$ cat src/rtl/swire_pkg.sv
`timescale 1ns/1ps
package swire_pkg;
  typedef enum logic {SEQ_IDLE, SEQ_SEND} seq_state_e;

  // frame field lengths in bit periods
  localparam int START_LEN = 1;
  localparam int PAR_LEN   = 1;
  localparam int STOP_LEN  = 2;

  // level the keeper holds between frames
  localparam logic LINE_IDLE = 1'b1;
endpackage

$ cat src/rtl/swire_rst_sync.sv
`timescale 1ns/1ps
module swire_rst_sync #(
  parameter int STAGES = 2
) (
  input  logic clk,
  input  logic arst_n,
  output logic srst_n
);
  logic [STAGES-1:0] sync_q;

  always_ff @(posedge clk or negedge arst_n) begin
    if (!arst_n) sync_q <= '0;
    else         sync_q <= {sync_q[STAGES-2:0], 1'b1};
  end

  assign srst_n = sync_q[STAGES-1];
endmodule

$ cat src/rtl/swire_frame_seq.sv
`timescale 1ns/1ps
module swire_frame_seq
  import swire_pkg::*;
#(
  parameter int DATA_W = 8
) (
  input  logic              clk,
  input  logic              rst_n,
  input  logic [DATA_W-1:0] data_i,
  input  logic              valid_i,
  output logic              ready_o,
  input  logic              abort_i,
  output logic              bit_o,
  output logic              drive_o,
  output logic              rpt_o
);
  localparam int FRAME_W = START_LEN + DATA_W + PAR_LEN + STOP_LEN;
  localparam int CNT_W   = $clog2(FRAME_W);
  localparam logic [CNT_W-1:0] LAST_IDX = CNT_W'(FRAME_W - 1);

  seq_state_e         state_q, state_d;
  logic [CNT_W-1:0]   idx_q, idx_d;
  logic [FRAME_W-1:0] shift_q, shift_d;
  logic               prev_q, prev_d;
  logic               bit_q, bit_d;
  logic               drive_q, drive_d;
  logic               rpt_q, rpt_d;
  logic               take, shift_en, cur;

  assign ready_o  = (state_q == SEQ_IDLE) && !abort_i;
  assign take     = valid_i && ready_o;
  assign cur      = shift_q[0];
  assign shift_en = take || (state_q == SEQ_SEND);

  always_comb begin
    state_d = state_q;
    idx_d   = idx_q;
    prev_d  = prev_q;
    bit_d   = LINE_IDLE;
    drive_d = 1'b0;
    rpt_d   = 1'b0;
    if (take) shift_d = {{STOP_LEN{1'b1}}, ^data_i, data_i, 1'b0};
    else      shift_d = shift_q >> 1;

    if (abort_i) begin
      state_d = SEQ_IDLE;
      idx_d   = '0;
      prev_d  = LINE_IDLE;
    end else if (state_q == SEQ_SEND) begin
      bit_d   = cur;
      drive_d = (cur != prev_q);
      rpt_d   = (cur == prev_q);
      prev_d  = cur;
      if (idx_q == LAST_IDX) begin
        state_d = SEQ_IDLE;
        idx_d   = '0;
      end else begin
        idx_d = idx_q + 1'b1;
      end
    end else if (take) begin
      state_d = SEQ_SEND;
      idx_d   = '0;
      prev_d  = LINE_IDLE;
    end
  end

  always_ff @(negedge clk or negedge rst_n) begin
    if (!rst_n) begin
      state_q <= SEQ_IDLE;
      idx_q   <= '0;
      prev_q  <= LINE_IDLE;
      bit_q   <= LINE_IDLE;
      drive_q <= 1'b0;
      rpt_q   <= 1'b0;
    end else begin
      state_q <= state_d;
      idx_q   <= idx_d;
      prev_q  <= prev_d;
      bit_q   <= bit_d;
      drive_q <= drive_d;
      rpt_q   <= rpt_d;
    end
  end

  // datapath register: no reset, explicit enable
  always_ff @(negedge clk) begin
    if (shift_en) shift_q <= shift_d;
  end

  assign bit_o   = bit_q;
  assign drive_o = drive_q;
  assign rpt_o   = rpt_q;
endmodule

$ cat src/rtl/swire_line_mon.sv
`timescale 1ns/1ps
module swire_line_mon (
  input  logic clk,
  input  logic rst_n,
  input  logic rpt_i,
  input  logic exp_i,
  input  logic line_i,
  input  logic clr_i,
  output logic flag_o
);
  logic flag_q, flag_d, clash;

  assign clash = rpt_i && (line_i != exp_i);

  always_comb begin
    flag_d = flag_q;
    if (clash)      flag_d = 1'b1;
    else if (clr_i) flag_d = 1'b0;
  end

  always_ff @(posedge clk or negedge rst_n) begin
    if (!rst_n) flag_q <= 1'b0;
    else        flag_q <= flag_d;
  end

  assign flag_o = flag_q;
endmodule

$ cat src/rtl/swire_tx.sv
`timescale 1ns/1ps
module swire_tx #(
  parameter int DATA_W    = 8,
  parameter int RST_STAGE = 2
) (
  input  logic              sclk,
  input  logic              rst_n,
  input  logic [DATA_W-1:0] tx_byte,
  input  logic              tx_valid,
  output logic              tx_ready,
  output logic              line_out,
  output logic              line_oe,
  input  logic              line_in,
  output logic              coll_flag,
  input  logic              coll_clr
);
  logic srst_n;
  logic rpt_chk;

  swire_rst_sync #(.STAGES(RST_STAGE)) u_rst (
    .clk    (sclk),
    .arst_n (rst_n),
    .srst_n (srst_n)
  );

  swire_frame_seq #(.DATA_W(DATA_W)) u_seq (
    .clk     (sclk),
    .rst_n   (srst_n),
    .data_i  (tx_byte),
    .valid_i (tx_valid),
    .ready_o (tx_ready),
    .abort_i (coll_flag),
    .bit_o   (line_out),
    .drive_o (line_oe),
    .rpt_o   (rpt_chk)
  );

  swire_line_mon u_mon (
    .clk    (sclk),
    .rst_n  (srst_n),
    .rpt_i  (rpt_chk),
    .exp_i  (line_out),
    .line_i (line_in),
    .clr_i  (coll_clr),
    .flag_o (coll_flag)
  );
endmodule

$ cat config.mk
export PLATFORM = sky130hd
export DESIGN_NAME = swire_tx
export DESIGN_NICKNAME = d
export VERILOG_FILES = /design/src/rtl/swire_pkg.sv /design/src/rtl/swire_rst_sync.sv /design/src/rtl/swire_frame_seq.sv /design/src/rtl/swire_line_mon.sv /design/src/rtl/swire_tx.sv
export SDC_FILE = /design/constraint.sdc
export NUM_CORES = 1
export LEC_CHECK = 0
export BUFFER_PORTS_ARGS = -buffer_cell sky130_fd_sc_hd__buf_2
export CORE_MARGIN = 2
export CORE_UTILIZATION = 45
export CTS_CLUSTER_SIZE = 28
export DETAILED_ROUTE_END_ITERATION = 12
export PLACE_DENSITY = 0.68
export SLEW_MARGIN = 30
export SYNTH_ARGS = -nofsm -noshare
export SYNTH_HDL_FRONTEND = slang
export SYNTH_SLANG_ARGS = --single-unit
$ cat constraint.sdc
create_clock -name sclk -period 0.8 [get_ports sclk]
set_input_delay 0.08 -clock sclk [delete_from_list [all_inputs] [get_ports sclk]]
set_output_delay 0.08 -clock sclk [all_outputs]
set_load 0.02 [all_outputs]
==> results.md <==
- Status: finished with violations
- Failing checks: negative setup slack
- Largest net degree at the start of global routing: 14
- Reg area: roughly 670 µm²
- Fin worst setup slack: -887 ps
- Critical register-to-register path endpoint: u_seq.shift_q[4]
- Total CTS buffers: 3
- Post-synthesis mux area share: 9.31%
- Final core utilization: 66.3%
- Initial antenna violation count: 0
- Router iterations before antenna repair: 3
- Htree depth: 1
- Layout area overhead: 37.2%
- Top_reg_cell synth: edfxtp_1
- Power Density: 3820 nW/µm²
- Flop-to-flop setup slack: -890 ps
- Core region area: 2250 µm²
- RePlAce Congestion: roughly 0.76
- Via density per instance: 4.81
- DR WL/cell: 13.6 µm
- Crit Path Max Fanout: 3
- CTS tree: built
- Nature of the critical path endpoint: output pin
- Kind of critical path: reg -> out
- Synth Area in Compound Gates: 5.86%
- Crit path arrival time: 1610 ps
- Clk network pwr share: 16.1%
- Total power: 5.70 mW
- Root Driver: clkbuf_4
- Worst reg2reg path depth: 3
- Overall routing resource usage: 18.5%
- Worst-path clk slew: about 130 ps
- Internal cell power: ~3.8 mW
- RSZ-0062 raised after global routing: yes
- Hold_ws: 47.1 ps
- EDFF count, synth: 12
- Multi-input gate area: 437 µm²
- Post-synth ARST share: between 50% and 60%
- I/O pin total: 17
- Die ar.: 2830 µm²
- Largest family of logic cells by synthesized area: simple AND/OR/NAND/NOR gates
- Ys Warns: 0
- Met2 Routed Length: between 1 and 1.5 mm
- Vias: 769
- Unique masters post-synth: 32
- Die W: 53.2 µm
- Drt first-iter violations: 6
- Flop pwr share: 41.3%
- Detailed placer's ending HPWL: around 1.4 mm
- Synth Area in Adders: 1.15%
- Combinational share of power: around 43%
- Top sig layer: met4
- Number of fill cells: 193
- Synth Register Bits: 24
- Input/output buffers: 16
- Clock Latency Late Sink: between 300 and 400 ps
- Max-slew violation count: 0
- Total congestion overflow: 0
- FF-to-FF Start: u_mon.flag_o
- Xor and xnor area share after synthesis: 7.24%
- Req. time, crit path: 720 ps
- Max-Cap Viols: 0
- Initial Utilization: 48.3%
- Met3 WL post-DR: a little over 70 µm
- Routed Antenna Nets: 0
- Leakage Power: between 0.6 and 0.7 nW
- Residual DRC count: 0
- M1 WL: 998 µm
- Synth Area in Simple Gates: 11.3%
- # diodes: 0
- HP Class: in -> async
- Clock buffer depth: 2
- DIE HEIGHT: 53.2 µm
- Post-synthesis cell count: 81
- Fin. Hold Viols: 0
- Endpoints failing setup: 38
- Register area share after synthesis: between 60% and 70%
- Avg Cell Area, Syn: approximately 13 µm²
- Net Sw Frac: 34.0%
- Final net count: between 100 and 150
- Worst Setup Start Kind: flip-flop
- Post-Syn Area: 1090 µm²
- Dpl ws: -950 ps
- VDD IR max: roughly 2.3 mV
- Clock Sink Count: 24
- Net Switching: around 1.9 mW
- Clock skew: 75.0 ps
- Vias in the first global route: 766
- Cell Rows: 17
- First-pass GRT wire length: about 3.6 mm
- Share of layout cells above drive strength 1: between 50% and 60%
- DRT Wirelength: 2.17 mm
- Syn nets: 95
## worst max path at each step
stage	from	to	slack (ps)	depth (start not counted)
after floorplan	u_mon.flag_o	u_seq.shift_q[5]	-1190	5
after global placement	u_mon.flag_o	u_seq.shift_q[1]	-930	3
after detailed placement	u_mon.flag_o	u_seq.shift_q[2]	-950	3
after CTS	u_mon.flag_o	u_seq.shift_q[2]	-890	3
after global routing	u_mon.flag_o	u_seq.shift_q[3]	-940	3
final	u_seq.state_q	tx_ready	-890	4
## area by class of cell
class                   count  share of cell area, %
repair buffers             36                   17.4
inverters                   2                  0.503
clock buffers               4                   2.43
well taps                  28                   2.35
clock inverters            14                   3.52
flip-flops and latches     24                   44.6
multi-input cells          52                   29.2
## layout by cell type (no fill, tap or decap), types with 2 or more instances in the layout
cell type,Yosys,routed
a21oi_1,3,3
clkbuf_4,0,3
mux2_4,3,3
dfstp_2,2,2
inv_1,3,15
nand2_1,3,2
buf_4,0,18
edfxtp_1,12,12
dfrtn_1,7,7
buf_2,1,12
o21ai_2,0,3
xor2_1,2,2
buf_6,1,4
xnor2_1,7,7
or2_2,3,2
dfrtp_2,0,2
nor3b_1,2,2
mux2_2,5,5
nor2_1,6,6
dlygate4sd3_1,0,2
## what timing repair did
action / 4_1_cts / 5_1_grt
endpoints found under the setup margin: 38 / 38
gates resized for setup: 14 / 3
pin swaps: 5 / 3
buffers inserted: 0 / 3
endpoints found under the hold margin: 3 / 0
cloned: 1 / 0
hold buffers: 2 / 0
## power groups by stage
stage	clock network, mW	registers, mW	logic, mW
2_1_floorplan	0.113	2.37	1.30
4_1_cts	0.945	2.34	2.26
3_5_place_dp	0.113	2.33	2.00
6_report	0.918	2.36	2.43
5_1_grt	1.07	2.40	2.64
3_3_place_gp	0.113	2.32	1.90
## critical path, stage by stage, from the launching register on
cell	delay (ps)
dfrtn_1	480
nor2_4	60
buf_4	130
buf_6	110
buf_6	120
## cell usage after synthesis, types with 2 or more instances
library cell	instances	share of area [%]
a21oi_1	3	1.4
dfrtn_1	7	16
dfrtp_1	3	6.9
dfstp_2	2	4.8
edfxtp_1	12	33
inv_1	3	1.0
mux2_2	5	5.2
mux2_4	3	4.1
nand2_1	3	1.0
nor2_1	6	2.1
nor3b_1	2	1.4
o21ai_0	3	1.4
or2_2	3	1.7
xnor2_1	7	5.6
xor2_1	2	1.6
## routing by layer
layer,vias to the layer above,track usage [%]
li1,384,-
met1,365,23.0
met2,15,30.2
met3,5,5.93
met4,0,6.41
met5,-,0
## through the flow
stage          std cells  instance area, µm²  TNS [ps]
6_report             160                1490    -28410
5_1_grt              160                1490    -30470
4_1_cts              157                1460    -28410
3_5_place_dp         137                1300    -28490
3_3_place_gp         137                1300    -27610
2_1_floorplan         81                1100    -32560
## state kept, by name, indices dropped and copies added (netlist names)
name and flops:
u_seq.shift_q 12, u_seq.bit_o 1, u_seq.idx_q 4, u_rst.sync_q 2, u_seq.drive_o 1, u_mon.flag_o 1
u_seq.state_q 1, u_seq.rpt_o 1, u_seq.prev_q 1
## logic make-up (layout without fill, tap and decap cells)
| kind of cell | Yosys count | count (layout) |
|---|---|---|
| AO/OA/AOI/OAI | 10 | 10 |
| XOR/XNOR | 9 | 9 |
| adder cells (fa/ha/maj) | 1 | 1 |
| buffers and inverters | 6 | 56 |
| flip-flops | 24 | 24 |
| multiplexers | 8 | 8 |
| other | 1 | 1 |
| AND/OR/NAND/NOR | 22 | 23 |
(Power assumes the default switching activity.)
